===== src/rtl/trio_timer_pkg.sv =====
package trio_timer_pkg;
   localparam int unsigned TMR_STRIDE  = 16;
   localparam int unsigned OFS_COUNT   = 0;
   localparam int unsigned OFS_LOAD    = 4;
   localparam int unsigned OFS_MATCH_A = 8;
   localparam int unsigned OFS_MATCH_B = 12;
   localparam int unsigned OFS_CTRL    = 0;
   localparam int unsigned OFS_STATUS  = 4;
   localparam int unsigned OFS_MASK    = 8;
   localparam int unsigned EV_PER_TMR  = 3;
   localparam int unsigned EV_MATCH_A  = 0;
   localparam int unsigned EV_MATCH_B  = 1;
   localparam int unsigned EV_WRAP     = 2;
endpackage


===== src/rtl/trio_tick_sync.sv =====
module trio_tick_sync #(
   parameter int unsigned STAGES = 2
) (
   input  logic clk,
   input  logic rst_n,
   input  logic async_in,
   output logic rise
);
   generate
      if (STAGES < 2) begin : g_bad_depth
         $error("trio_tick_sync needs at least two stages");
      end
   endgenerate

   logic [STAGES-1:0] chain;
   logic              last;

   always_ff @(posedge clk or negedge rst_n) begin
      if (!rst_n) begin
         chain <= '0;
         last  <= 1'b0;
      end else begin
         chain <= {chain[STAGES-2:0], async_in};
         last  <= chain[STAGES-1];
      end
   end

   assign rise = chain[STAGES-1] & ~last;
endmodule


===== src/rtl/trio_counter.sv =====
module trio_counter
   import trio_timer_pkg::*;
#(
   parameter int unsigned W = 32
) (
   input  logic                  clk,
   input  logic                  rst_n,
   input  logic                  run,
   input  logic                  count_up,
   input  logic                  wr_cnt,
   input  logic                  wr_load,
   input  logic                  wr_ma,
   input  logic                  wr_mb,
   input  logic [W-1:0]          wdata,
   output logic [W-1:0]          cnt,
   output logic [W-1:0]          load_q,
   output logic [W-1:0]          ma_q,
   output logic [W-1:0]          mb_q,
   output logic [EV_PER_TMR-1:0] ev
);
   localparam logic [W-1:0] TOP = '1;
   localparam logic [W-1:0] BOT = '0;
   localparam logic [W-1:0] ONE = {{(W-1){1'b0}}, 1'b1};

   logic         step;
   logic         at_end;
   logic [W-1:0] nxt;

   assign step   = run & ~wr_cnt;
   assign at_end = count_up ? (cnt == TOP) : (cnt == BOT);

   always_comb begin
      if (at_end)        nxt = load_q;
      else if (count_up) nxt = cnt + ONE;
      else               nxt = cnt - ONE;
   end

   always_comb begin
      ev             = '0;
      ev[EV_MATCH_A] = step & (nxt == ma_q);
      ev[EV_MATCH_B] = step & (nxt == mb_q);
      ev[EV_WRAP]    = step & at_end;
   end

   always_ff @(posedge clk or negedge rst_n) begin
      if (!rst_n) begin
         cnt    <= '0;
         load_q <= '0;
         ma_q   <= '0;
         mb_q   <= '0;
      end else begin
         if (wr_cnt)    cnt <= wdata;
         else if (step) cnt <= nxt;
         if (wr_load) load_q <= wdata;
         if (wr_ma)   ma_q   <= wdata;
         if (wr_mb)   mb_q   <= wdata;
      end
   end
endmodule


===== src/rtl/trio_irq_ctrl.sv =====
module trio_irq_ctrl
   import trio_timer_pkg::*;
#(
   parameter int unsigned NUM_TIMERS = 3,
   localparam int unsigned EV_W = EV_PER_TMR * NUM_TIMERS
) (
   input  logic                  clk,
   input  logic                  rst_n,
   input  logic [EV_W-1:0]       ev,
   input  logic                  wr_status,
   input  logic                  wr_mask,
   input  logic [EV_W-1:0]       wbits,
   input  logic [NUM_TIMERS-1:0] ie,
   output logic [EV_W-1:0]       status_q,
   output logic [EV_W-1:0]       mask_q,
   output logic                  irq
);
   logic [NUM_TIMERS-1:0] per_tmr;

   always_ff @(posedge clk or negedge rst_n) begin
      if (!rst_n) begin
         status_q <= '0;
         mask_q   <= '1;
      end else begin
         if (wr_status) status_q <= (status_q & wbits) | ev;
         else           status_q <= status_q | ev;
         if (wr_mask)   mask_q   <= wbits;
      end
   end

   genvar n;
   generate
      for (n = 0; n < NUM_TIMERS; n++) begin : g_gate
         assign per_tmr[n] = ie[n] &
            (|(status_q[EV_PER_TMR*n +: EV_PER_TMR] & ~mask_q[EV_PER_TMR*n +: EV_PER_TMR]));
      end
   endgenerate

   assign irq = |per_tmr;
endmodule


===== src/rtl/trio_timer.sv =====
module trio_timer
   import trio_timer_pkg::*;
#(
   parameter int unsigned NUM_TIMERS  = 3,
   parameter int unsigned CNT_W       = 32,
   parameter int unsigned ADDR_W      = 6,
   parameter int unsigned SYNC_STAGES = 2
) (
   input  logic              clk,
   input  logic              rst_n,
   input  logic              ext_tick,
   input  logic [ADDR_W-1:0] reg_addr,
   input  logic              reg_we,
   input  logic [CNT_W-1:0]  reg_wdata,
   output logic [CNT_W-1:0]  reg_rdata,
   output logic              irq
);
   localparam int unsigned EV_W        = EV_PER_TMR * NUM_TIMERS;
   localparam int unsigned CTRL_W      = EV_W + NUM_TIMERS;
   localparam int unsigned UP_BASE     = EV_W;
   localparam int unsigned COMMON_BASE = TMR_STRIDE * NUM_TIMERS;

   generate
      if (NUM_TIMERS < 1 || NUM_TIMERS > 5) begin : g_bad_num
         $error("trio_timer supports 1 to 5 counters");
      end
      if (CNT_W < CTRL_W) begin : g_bad_width
         $error("trio_timer data width too narrow for control word");
      end
      if ((1 << ADDR_W) <= COMMON_BASE + OFS_MASK) begin : g_bad_addr
         $error("trio_timer address width too small for register map");
      end
   endgenerate

   logic [CTRL_W-1:0]     ctrl_q;
   logic [EV_W-1:0]       ev_all;
   logic [EV_W-1:0]       status_q;
   logic [EV_W-1:0]       mask_q;
   logic [NUM_TIMERS-1:0] ie;
   logic                  tick_rise;
   logic [CNT_W-1:0]      cnt_a  [NUM_TIMERS];
   logic [CNT_W-1:0]      load_a [NUM_TIMERS];
   logic [CNT_W-1:0]      ma_a   [NUM_TIMERS];
   logic [CNT_W-1:0]      mb_a   [NUM_TIMERS];

   logic wr_ctrl, wr_status, wr_mask;
   assign wr_ctrl   = reg_we && (reg_addr == ADDR_W'(COMMON_BASE + OFS_CTRL));
   assign wr_status = reg_we && (reg_addr == ADDR_W'(COMMON_BASE + OFS_STATUS));
   assign wr_mask   = reg_we && (reg_addr == ADDR_W'(COMMON_BASE + OFS_MASK));

   trio_tick_sync #(.STAGES(SYNC_STAGES)) u_sync (
      .clk      (clk),
      .rst_n    (rst_n),
      .async_in (ext_tick),
      .rise     (tick_rise)
   );

   always_ff @(posedge clk or negedge rst_n) begin
      if (!rst_n)       ctrl_q <= '0;
      else if (wr_ctrl) ctrl_q <= reg_wdata[CTRL_W-1:0];
   end

   genvar n;
   generate
      for (n = 0; n < NUM_TIMERS; n++) begin : g_tmr
         localparam int unsigned BASE = TMR_STRIDE * n;
         logic src_ext, run;
         assign src_ext = ctrl_q[EV_PER_TMR*n + 1];
         assign run     = ctrl_q[EV_PER_TMR*n] & (src_ext ? tick_rise : 1'b1);
         assign ie[n]   = ctrl_q[EV_PER_TMR*n + 2];

         trio_counter #(.W(CNT_W)) u_cnt (
            .clk      (clk),
            .rst_n    (rst_n),
            .run      (run),
            .count_up (ctrl_q[UP_BASE + n]),
            .wr_cnt   (reg_we && (reg_addr == ADDR_W'(BASE + OFS_COUNT))),
            .wr_load  (reg_we && (reg_addr == ADDR_W'(BASE + OFS_LOAD))),
            .wr_ma    (reg_we && (reg_addr == ADDR_W'(BASE + OFS_MATCH_A))),
            .wr_mb    (reg_we && (reg_addr == ADDR_W'(BASE + OFS_MATCH_B))),
            .wdata    (reg_wdata),
            .cnt      (cnt_a[n]),
            .load_q   (load_a[n]),
            .ma_q     (ma_a[n]),
            .mb_q     (mb_a[n]),
            .ev       (ev_all[EV_PER_TMR*n +: EV_PER_TMR])
         );
      end
   endgenerate

   trio_irq_ctrl #(.NUM_TIMERS(NUM_TIMERS)) u_irq (
      .clk       (clk),
      .rst_n     (rst_n),
      .ev        (ev_all),
      .wr_status (wr_status),
      .wr_mask   (wr_mask),
      .wbits     (reg_wdata[EV_W-1:0]),
      .ie        (ie),
      .status_q  (status_q),
      .mask_q    (mask_q),
      .irq       (irq)
   );

   always_comb begin
      reg_rdata = '0;
      for (int i = 0; i < int'(NUM_TIMERS); i++) begin
         if (reg_addr == ADDR_W'(TMR_STRIDE*i + OFS_COUNT))   reg_rdata = cnt_a[i];
         if (reg_addr == ADDR_W'(TMR_STRIDE*i + OFS_LOAD))    reg_rdata = load_a[i];
         if (reg_addr == ADDR_W'(TMR_STRIDE*i + OFS_MATCH_A)) reg_rdata = ma_a[i];
         if (reg_addr == ADDR_W'(TMR_STRIDE*i + OFS_MATCH_B)) reg_rdata = mb_a[i];
      end
      if (reg_addr == ADDR_W'(COMMON_BASE + OFS_CTRL))   reg_rdata = CNT_W'(ctrl_q);
      if (reg_addr == ADDR_W'(COMMON_BASE + OFS_STATUS)) reg_rdata = CNT_W'(status_q);
      if (reg_addr == ADDR_W'(COMMON_BASE + OFS_MASK))   reg_rdata = CNT_W'(mask_q);
   end
endmodule


===== config.mk =====
export PLATFORM = sky130hd
export DESIGN_NAME = trio_timer
export DESIGN_NICKNAME = d
export VERILOG_FILES = /design/src/rtl/trio_timer_pkg.sv /design/src/rtl/trio_tick_sync.sv /design/src/rtl/trio_counter.sv /design/src/rtl/trio_irq_ctrl.sv /design/src/rtl/trio_timer.sv
export SDC_FILE = /design/constraint.sdc
export NUM_CORES = 1
export LEC_CHECK = 0
export ABC_AREA = 1
export BUFFER_PORTS_ARGS = -buffer_cell sky130_fd_sc_hd__buf_2
export CAP_MARGIN = 15
export CORE_MARGIN = 2
export CORE_UTILIZATION = 40
export DETAILED_ROUTE_END_ITERATION = 7
export PLACE_DENSITY = 0.56
export SYNTH_ARGS = -nofsm -noshare
export SYNTH_HDL_FRONTEND = slang
export SYNTH_SLANG_ARGS = --single-unit

===== constraint.sdc =====
create_clock -name clk -period 4.5 [get_ports clk]
set_input_delay 0.45 -clock clk [delete_from_list [all_inputs] [get_ports clk]]
set_output_delay 0.45 -clock clk [all_outputs]
set_load 0.05 [all_outputs]

# Word-level counts from Yosys, hierarchy flattened
# Index checks and enable logic that the tools add are counted.
[word_totals] wordCells=138 latch_bits=0 n_memories=0 ff_bits=417 ram_bits=0 mem_bits_ro=0 input_bits=42
[op_classes] n_mux=34 bitwise=32 n_mul=0 n_shift=0 n_eq_ne=23 div_mod_pow=0 reduce_logical=26 add_sub_neg=6 magnitude_cmp=0
[ops] cell="$mux W32" count=27
[ops] cell="$eq A32 B32 Y1" count=6
[ops] cell="$add A32 B1 Y32 const B" count=3
[ops] cell="$eq A32 B32 Y1 const B" count=3
[ops] cell="$logic_not A32 Y1" count=3
[ops] cell="$sub A32 B1 Y32 const B" count=3
[ops] cell="$eq A6 B6 Y1 const B" count=7
[ops] cell="$eq A6 B5 Y1 const B" count=4
[ops] cell="$and A1 B1 Y1" count=19
[ops] cell="$or A9 B9 Y9" count=2
[ops] cell="$logic_and A1 B1 Y1" count=15
[ops] cell="$eq A6 B4 Y1 const B" count=2
[ops] cell="$reduce_or A3 Y1" count=4
[ops] cell="$and A3 B3 Y3" count=3
[ops] cell="$and A9 B9 Y9" count=1
[ops] cell="$mux W9" count=1
[ops] cell="$not A3 Y3" count=3
[ops] cell="$eq A6 B3 Y1 const B" count=1
[ops] cell="$logic_not A6 Y1" count=1
[ops] cell="$mux W1" count=6
[ops] cell="$reduce_bool A2 Y1" count=3
[ops] cell="$not A1 Y1" count=4

# Depth between registers and ports, before layout
[depth] ltp_word=16 ltp_mapped=23 depth_no_buf=23

# By module
# A second synthesis with hierarchy kept.
[unflattened] hier_cells=5357 area_unflattened_um2=32956.6
[by_module_without_submodules] module="trio_counter" cells_per_inst=1490 instances=3 area_per_inst_um2=9364.0 seq_area_each_um2=3203.1
[by_module_without_submodules] module="trio_timer" cells_per_inst=791 instances=1 area_per_inst_um2=3997.6 seq_area_each_um2=300.3
[by_module_without_submodules] module="trio_irq_ctrl" cells_per_inst=91 instances=1 area_per_inst_um2=782.0 seq_area_each_um2=461.7
[by_module_without_submodules] module="trio_tick_sync" cells_per_inst=5 instances=1 area_per_inst_um2=85.1 seq_area_each_um2=75.1

# Worst setup path after synthesis
# No wires, ideal clock.
[synth_path] kind="input to output" startpoint="in reg_addr[2]" endpoint="out reg_rdata[17]" path_stages=10 n_path_buf=1 t_arrival_ns=2.511 required_time_ns=4.050 path_slack_ns=1.539 cell_sequence="inv_1 -> nand2_1 -> nor2_1 -> inv_1 -> nor2_2 -> clkinv_1 -> clkbuf_1 -> o2111ai_1 -> a21oi_1 -> a41oi_1"
[synth_via] elab_chain_cells=16 word_cells_on_any_way=30 classes_between="14 x eq/ne; 15 x mux; 1 x reduce/logical"
[synth_lines] item="start, declared" line="trio_timer.sv:12" rtl="input logic [ADDR_W-1:0] reg_addr,"
[synth_lines] item="$logic_not A6 Y1" line="trio_timer.sv:107" rtl="if (reg_addr == ADDR_W'(TMR_STRIDE*i + OFS_COUNT)) reg_rdata = cnt_a[i];"
[synth_lines] item="$mux W32" line="trio_timer.sv:107"
[synth_lines] item="$mux W32" line="trio_timer.sv:108" rtl="if (reg_addr == ADDR_W'(TMR_STRIDE*i + OFS_LOAD)) reg_rdata = load_a[i];"
[synth_lines] item="$mux W32" line="trio_timer.sv:109" rtl="if (reg_addr == ADDR_W'(TMR_STRIDE*i + OFS_MATCH_A)) reg_rdata = ma_a[i];"
[synth_lines] item="$mux W32" line="trio_timer.sv:110" rtl="if (reg_addr == ADDR_W'(TMR_STRIDE*i + OFS_MATCH_B)) reg_rdata = mb_a[i];"
[synth_lines] item="$mux W32" line="trio_timer.sv:107"
[synth_lines] item="$mux W32" line="trio_timer.sv:108"
[synth_lines] item="$mux W32" line="trio_timer.sv:109"
[synth_lines] item="$mux W32" line="trio_timer.sv:110"
[synth_lines] item="$mux W32" line="trio_timer.sv:107"
[synth_lines] item="$mux W32" line="trio_timer.sv:108"
[synth_lines] item="$mux W32" line="trio_timer.sv:109"
[synth_lines] item="$mux W32" line="trio_timer.sv:110"
[synth_lines] item="$mux W32" line="trio_timer.sv:112" rtl="if (reg_addr == ADDR_W'(COMMON_BASE + OFS_CTRL)) reg_rdata = CNT_W'(ctrl_q);"
[synth_lines] item="$mux W32" line="trio_timer.sv:113" rtl="if (reg_addr == ADDR_W'(COMMON_BASE + OFS_STATUS)) reg_rdata = CNT_W'(status_q);"
[synth_lines] item="$mux W32 (*)" line="trio_timer.sv:114" rtl="if (reg_addr == ADDR_W'(COMMON_BASE + OFS_MASK)) reg_rdata = CNT_W'(mask_q);"
[synth_lines] item="end, declared" line="trio_timer.sv:15" rtl="output logic [CNT_W-1:0] reg_rdata,"
# Mark *: on every way between the ends. The rest lies on a longest branch, timed or not.

# Worst setup path after layout
[layout_path] startpoint="reg ctrl_q[9]" endpoint="reg u_irq.status_q[1]"
[layout_via] elab_chain_cells=6 word_cells_on_any_way=8 classes_between="1 x eq/ne; 4 x mux; 3 x bitwise"
[layout_lines] item="start, declared" line="trio_timer.sv:35" rtl="logic [CTRL_W-1:0] ctrl_q;"
[layout_lines] item="start signal, assigned" line="trio_timer.sv:60" rtl="else if (wr_ctrl) ctrl_q <= reg_wdata[CTRL_W-1:0];"
[layout_lines] item="$mux W32 / $mux W1 (equally long branches)" line="trio_counter.sv:34, trio_counter.sv:30"
[layout_lines] item="$mux W32 (*)" line="trio_counter.sv:33" rtl="if (at_end) nxt = load_q;"
[layout_lines] item="$eq A32 B32 Y1 (*)" line="trio_counter.sv:41" rtl="ev[EV_MATCH_B] = step & (nxt == mb_q);"
[layout_lines] item="$and A1 B1 Y1 (*)" line="trio_counter.sv:41"
[layout_lines] item="$or A9 B9 Y9 (on tied branches)" line="trio_irq_ctrl.sv:26, trio_irq_ctrl.sv:25"
[layout_lines] item="$mux W9 (*)" line="trio_irq_ctrl.sv:25" rtl="if (wr_status) status_q <= (status_q & wbits) | ev;"
[layout_lines] item="end signal, assigned" line="trio_irq_ctrl.sv:25"
[layout_lines] item="end signal, assigned" line="trio_irq_ctrl.sv:26" rtl="else status_q <= status_q | ev;"
[layout_lines] item="end, declared" line="trio_irq_ctrl.sv:14" rtl="output logic [EV_W-1:0] status_q,"
# Marks and branches as above.
# A chain may end at the register's enable or synchronous reset.

==> impl_metrics.prom <==
# TYPE chip_impl_metric gauge
chip_impl_metric{name="layout.area.seq",unit="mm²"} 0.01045
chip_impl_info{name="hp-class",value="in -> reg"} 1
chip_impl_metric{name="synthesis.nets",unit=""} 5338
chip_impl_metric{name="powerDensity",unit="mW/mm²"} 712.9
chip_impl_metric{name="filler_cell_count_in_the_final_layout",unit=""} 8546
chip_impl_metric{name="timing.critical_path.required",unit="ps"} 5050
chip_impl_metric{name="critical_path_at",unit="ps"} 4580
chip_impl_metric{name="clock_insertion_delay_worst_skew",unit="ps"} 630
chip_impl_metric{name="place_ws",unit="ps"} 629.8
chip_impl_metric{name="drt_first_pass_iters",unit=""} 8
chip_impl_metric{name="clock_sinks",unit=""} 417
chip_impl_metric{name="max-vdd-ir-drop",unit="mV"} 0.4499
chip_impl_metric{name="antenna_left",unit=""} 0
chip_impl_metric{name="post_cts.repair.setup_buffers",unit=""} 0
chip_impl_metric{name="worst_setup_hold_path_clk_slew",unit="ps"} 60
chip_impl_metric{name="yosysUniqueCellTypes",unit=""} 49
chip_impl_metric{name="max_clock_freq",unit="MHz"} 248.0
chip_impl_info{name="outcome",value="finished, violations left"} 1
chip_impl_metric{name="setup_viol",unit=""} 0
chip_impl_metric{name="number_of_failing_hold_endpoints_at_the_final_stage",unit=""} 0
chip_impl_metric{name="max_cap_violations",unit=""} 0
chip_impl_metric{name="floorplan.initialDensity",unit=""} 0.4047
chip_impl_info{name="crit_path_end_kind",value="flip-flop"} 1
chip_impl_metric{name="antenna_found_initial",unit=""} 0
chip_impl_metric{name="finalSetupTns",unit="ps"} 0
chip_impl_metric{name="drive_above_1_share",unit=""} 0.05226
chip_impl_info{name="synth_ff_type",value="sky130_fd_sc_hd__dfrtp_1"} 1
chip_impl_metric{name="grt_start_max_net_pins",unit=""} 104
chip_impl_metric{name="clock_power_share",unit=""} 0.169
chip_impl_metric{name="mean_routed_wirelength_per_cell",unit="µm"} 21.29
chip_impl_info{name="violations_in_the_final_reports",value="DRC"} 1
chip_impl_metric{name="power.share.sequential",unit=""} 0.234
chip_impl_metric{name="net_total_in_the_final_layout",unit=""} 5376
chip_impl_metric{name="multi_input_area",unit="mm²"} 0.01835
chip_impl_metric{name="timing.reg2reg.setup_slack",unit="ps"} 470
chip_impl_metric{name="first_pass_grt_wire_length",unit="µm"} 203300
chip_impl_metric{name="finalCritPeriodShare",unit=""} 0.8959
chip_impl_info{name="grt_setup_unrepaired",value="no"} 1
chip_impl_metric{name="detail_route.iter0.violations",unit=""} 3733
chip_impl_metric{name="num_rows",unit=""} 103
chip_impl_metric{name="power_leakage",unit="nW"} 18.24
chip_impl_info{name="clock_tree_from_tritoncts",value="built"} 1
chip_impl_metric{name="worst_relative_slew_slack",unit=""} 0.2935
chip_impl_metric{name="synth_warnings",unit=""} 0
chip_impl_metric{name="detailedPlacementHpwl",unit="µm"} 104500
chip_impl_info{name="cp-start-kind",value="flip-flop"} 1
chip_impl_metric{name="worst_clock_skew",unit="ps"} 23.04
chip_impl_metric{name="port-buffer-count",unit=""} 74
chip_impl_info{name="timing.setup.critical_path_class",value="reg -> reg"} 1
chip_impl_metric{name="h_tree_level_count",unit=""} 2
chip_impl_metric{name="syn2layout_area_growth",unit="%"} 10.57
chip_impl_metric{name="grt-ovfl-total",unit=""} 0
chip_impl_metric{name="swShare",unit=""} 0.5319
chip_impl_metric{name="synth-async-reset-ratio",unit=""} 1.000
chip_impl_metric{name="globalRouteTotalUtil",unit=""} 0.3251
chip_impl_metric{name="p_switching",unit="mW"} 13.43
chip_impl_metric{name="die_height",unit="µm"} 286.9
chip_impl_metric{name="ys_ff_latch",unit=""} 417
chip_impl_metric{name="postSynthCellCount",unit=""} 5203
chip_impl_metric{name="route.final.wire_length",unit="µm"} 134800
chip_impl_metric{name="post-route-min-period",unit="ps"} 4031
chip_impl_metric{name="critical_path_peak_fanout",unit=""} 14
chip_impl_metric{name="sequential_share_of_the_synthesized_area",unit=""} 0.3262
chip_impl_metric{name="syn_avg_cell_area",unit="µm²"} 6.155
chip_impl_metric{name="synth_enable_flop_cells",unit=""} 0
chip_impl_metric{name="detailroute.via_count",unit=""} 34680
chip_impl_metric{name="die_w",unit="µm"} 286.9
chip_impl_metric{name="final.setup.worst_slack",unit="ps"} 468.5
chip_impl_metric{name="ios",unit=""} 75
chip_impl_metric{name="routed_via_density",unit=""} 5.476
chip_impl_metric{name="dieArea",unit="mm²"} 0.08233
chip_impl_metric{name="syn-cell-area",unit="mm²"} 0.03202
chip_impl_metric{name="cts_made_buffers",unit=""} 53
chip_impl_metric{name="internal_power",unit="mW"} 11.82
chip_impl_metric{name="clk_path_buf_depth",unit=""} 3
chip_impl_metric{name="core-area",unit="mm²"} 0.07913
chip_impl_metric{name="gp_routability_congestion",unit=""} 1.006
chip_impl_metric{name="route.detailed.drc",unit=""} 5
chip_impl_metric{name="number_of_global_route_vias_before_repair",unit=""} 31800
chip_impl_metric{name="combPwrFrac",unit=""} 0.597
chip_impl_metric{name="timing.final.max_slew_violations",unit=""} 0
chip_impl_metric{name="worst-slew-pin-transition",unit="ps"} 1060
chip_impl_info{name="clk_root_buffer_cell",value="sky130_fd_sc_hd__clkbuf_16"} 1
-- path summary, 6_finish.rpt --
kind / startpoint / end / depth (start not counted)
max: ctrl_q[9]$_DFFE_PN0P_ / u_irq.status_q[1]$_DFF_PN0_ / 21
min: reg_wdata[26] / g_tmr[1].u_cnt.cnt[26]$_DFFE_PN0P_ / 3
max reg2reg: ctrl_q[9]$_DFFE_PN0P_ / u_irq.status_q[1]$_DFF_PN0_ / 21
min reg2reg: u_sync.chain[0]$_DFF_PN0_ / u_sync.chain[1]$_DFF_PN0_ / 0
max in group asynchronous: rst_n / g_tmr[1].u_cnt.mb_q[2]$_DFFE_PN0P_ / 3
min in group asynchronous: rst_n / g_tmr[1].u_cnt.ma_q[27]$_DFFE_PN0P_ / 2
-- kinds of logic (layout without fill, tap and decap cells) --
| kind of cell | Yosys count | count (layout) | synth area share |
|---|---|---|---|
| compound gates | 708 | 708 | 0.1269 |
| flops | 417 | 417 | 0.3262 |
| fa+ha+maj | 93 | 93 | 0.03704 |
| other cells | 0 | 1 | 0 |
| xor+xnor | 20 | 20 | 0.005470 |
| simple gates | 3110 | 3110 | 0.4017 |
| buf+inv | 855 | 933 | 0.1027 |
-- per-stage QoR --
stage                     instances  cell area, µm²  total power, mW  hold WS (ps)  utilization
after detailed placement       6233           33650            20.66         335.6       0.4253
after floorplan                5203           32020            16.05         154.4            -
after CTS                      6330           35380            24.99         74.75       0.4472
after global routing           6331           35400            27.58         116.7       0.4474
after global placement         6233           33650            20.65         333.0       0.4253
final                          6332           35410            25.24         98.69       0.4474
-- Yosys cell counts (4+ instances only) --
master                      instances  area (µm²)
sky130_fd_sc_hd__a221oi_1           5       43.79
sky130_fd_sc_hd__ha_1              90        1126
sky130_fd_sc_hd__nor2_1           381        1430
sky130_fd_sc_hd__and2_1            14       87.58
sky130_fd_sc_hd__a41oi_1            9       78.83
sky130_fd_sc_hd__clkbuf_1         123       461.7
sky130_fd_sc_hd__buf_6              4       45.04
sky130_fd_sc_hd__nand3b_1          75       563.0
sky130_fd_sc_hd__inv_1            696        2613
sky130_fd_sc_hd__nand3_1          390        1952
sky130_fd_sc_hd__or2_2             16       100.1
sky130_fd_sc_hd__nand2_1         2095        7864
sky130_fd_sc_hd__nand4_1           92       575.6
sky130_fd_sc_hd__o2111ai_1         19       166.4
sky130_fd_sc_hd__nor2_2             8       50.05
sky130_fd_sc_hd__a21oi_1          158       790.8
sky130_fd_sc_hd__nor3_1            12       60.06
sky130_fd_sc_hd__o21ai_0          371        1857
sky130_fd_sc_hd__a221o_1            6       60.06
sky130_fd_sc_hd__xnor2_1           14       122.6
sky130_fd_sc_hd__o21bai_1           6       45.04
sky130_fd_sc_hd__buf_4              6       45.04
sky130_fd_sc_hd__buf_2             18       90.09
sky130_fd_sc_hd__o221ai_1          15       131.4
sky130_fd_sc_hd__xor2_1             6       52.55
sky130_fd_sc_hd__o211ai_1          96       720.7
sky130_fd_sc_hd__a22oi_1            8       60.06
sky130_fd_sc_hd__dfrtp_1          408       10210
sky130_fd_sc_hd__or2_1             21       131.4
sky130_fd_sc_hd__dfstp_2            9       236.5
-- power by group through the flow --
stage | registers [mW] | clock network (mW) | logic (mW)
after detailed placement | 5.91 | 0 | 14.7
after floorplan | 5.26 | 0 | 10.8
after CTS | 5.86 | 4.31 | 14.8
after global routing | 5.98 | 4.47 | 17.1
final | 5.91 | 4.26 | 15.1
after global placement | 5.93 | 0 | 14.7
-- repair_timing --
item,4_1_cts,5_1_grt
hold buffers,2,0
resized for setup,0,0
endpoints found under the hold margin,86,0
-- cell type report --
class / count / share of cell area
antenna: 1 / 0.00007068
clock buffer: 81 / 0.04354
clock inverter: 14 / 0.004735
inverter: 702 / 0.07450
multi-input combinational: 3931 / 0.5181
sequential: 417 / 0.2950
tap: 1050 / 0.03711
timing repair buffer: 136 / 0.02686
-- cell usage in the layout (no fill, tap or decap), types with 11 or more instances in the layout --
cell type	Yosys	final
sky130_fd_sc_hd__a21oi_1	158	156
sky130_fd_sc_hd__dfrtp_1	408	408
sky130_fd_sc_hd__or2_1	21	21
sky130_fd_sc_hd__o221ai_1	15	15
sky130_fd_sc_hd__clkbuf_16	0	53
sky130_fd_sc_hd__xnor2_1	14	14
sky130_fd_sc_hd__nand2_1	2095	2086
sky130_fd_sc_hd__and2_1	14	14
sky130_fd_sc_hd__nand3_1	390	390
sky130_fd_sc_hd__buf_4	6	52
sky130_fd_sc_hd__clkbuf_1	123	17
sky130_fd_sc_hd__or2_2	16	16
sky130_fd_sc_hd__ha_1	90	90
sky130_fd_sc_hd__clkbuf_8	0	11
sky130_fd_sc_hd__inv_1	696	696
sky130_fd_sc_hd__o211ai_1	96	96
sky130_fd_sc_hd__buf_2	18	73
sky130_fd_sc_hd__o21ai_0	371	371
sky130_fd_sc_hd__nand4_1	92	92
sky130_fd_sc_hd__nor2_2	8	16
sky130_fd_sc_hd__nand3b_1	75	75
sky130_fd_sc_hd__nor2_1	381	372
sky130_fd_sc_hd__o2111ai_1	19	19
sky130_fd_sc_hd__nor3_1	12	12
-- flip-flops by register name, indices dropped and copies added (netlist names) --
register	flops
g_tmr.u_cnt.ma_q	96
g_tmr.u_cnt.load_q	96
u_sync.chain	2
u_sync.last	1
ctrl_q	12
u_irq.mask_q	9
g_tmr.u_cnt.mb_q	96
g_tmr.u_cnt.cnt	96
u_irq.status_q	9
-- worst max-delay path: stages, from the launching register on --
cell and delay (ps):
sky130_fd_sc_hd__dfrtp_1 620, sky130_fd_sc_hd__inv_1 410, sky130_fd_sc_hd__buf_4 310, sky130_fd_sc_hd__ha_1 360, sky130_fd_sc_hd__nand2_1 110, sky130_fd_sc_hd__nor2_1 230
sky130_fd_sc_hd__inv_1 100, sky130_fd_sc_hd__nor2_1 150, sky130_fd_sc_hd__nand2_1 90, sky130_fd_sc_hd__nand3_1 120, sky130_fd_sc_hd__nand2_1 60, sky130_fd_sc_hd__nand2_1 130
sky130_fd_sc_hd__nand2_1 120, sky130_fd_sc_hd__nand2_1 150, sky130_fd_sc_hd__nand2_1 60, sky130_fd_sc_hd__nand2_1 50, sky130_fd_sc_hd__nand3_1 60, sky130_fd_sc_hd__nor2_1 160
sky130_fd_sc_hd__nand2_1 70, sky130_fd_sc_hd__nor2_1 360, sky130_fd_sc_hd__nand4_1 140, sky130_fd_sc_hd__nand2_1 110
-- layer usage --
metal  vias to the layer above  wire [µm]  track usage
li1                      16710          -            -
met3                       239       9811      0.03849
met5                         -          0            0
met4                         0       5438       0.1194
met1                     16300      61310       0.4679
met2                      1422      58270       0.5001
(Power assumes the default switching activity.)
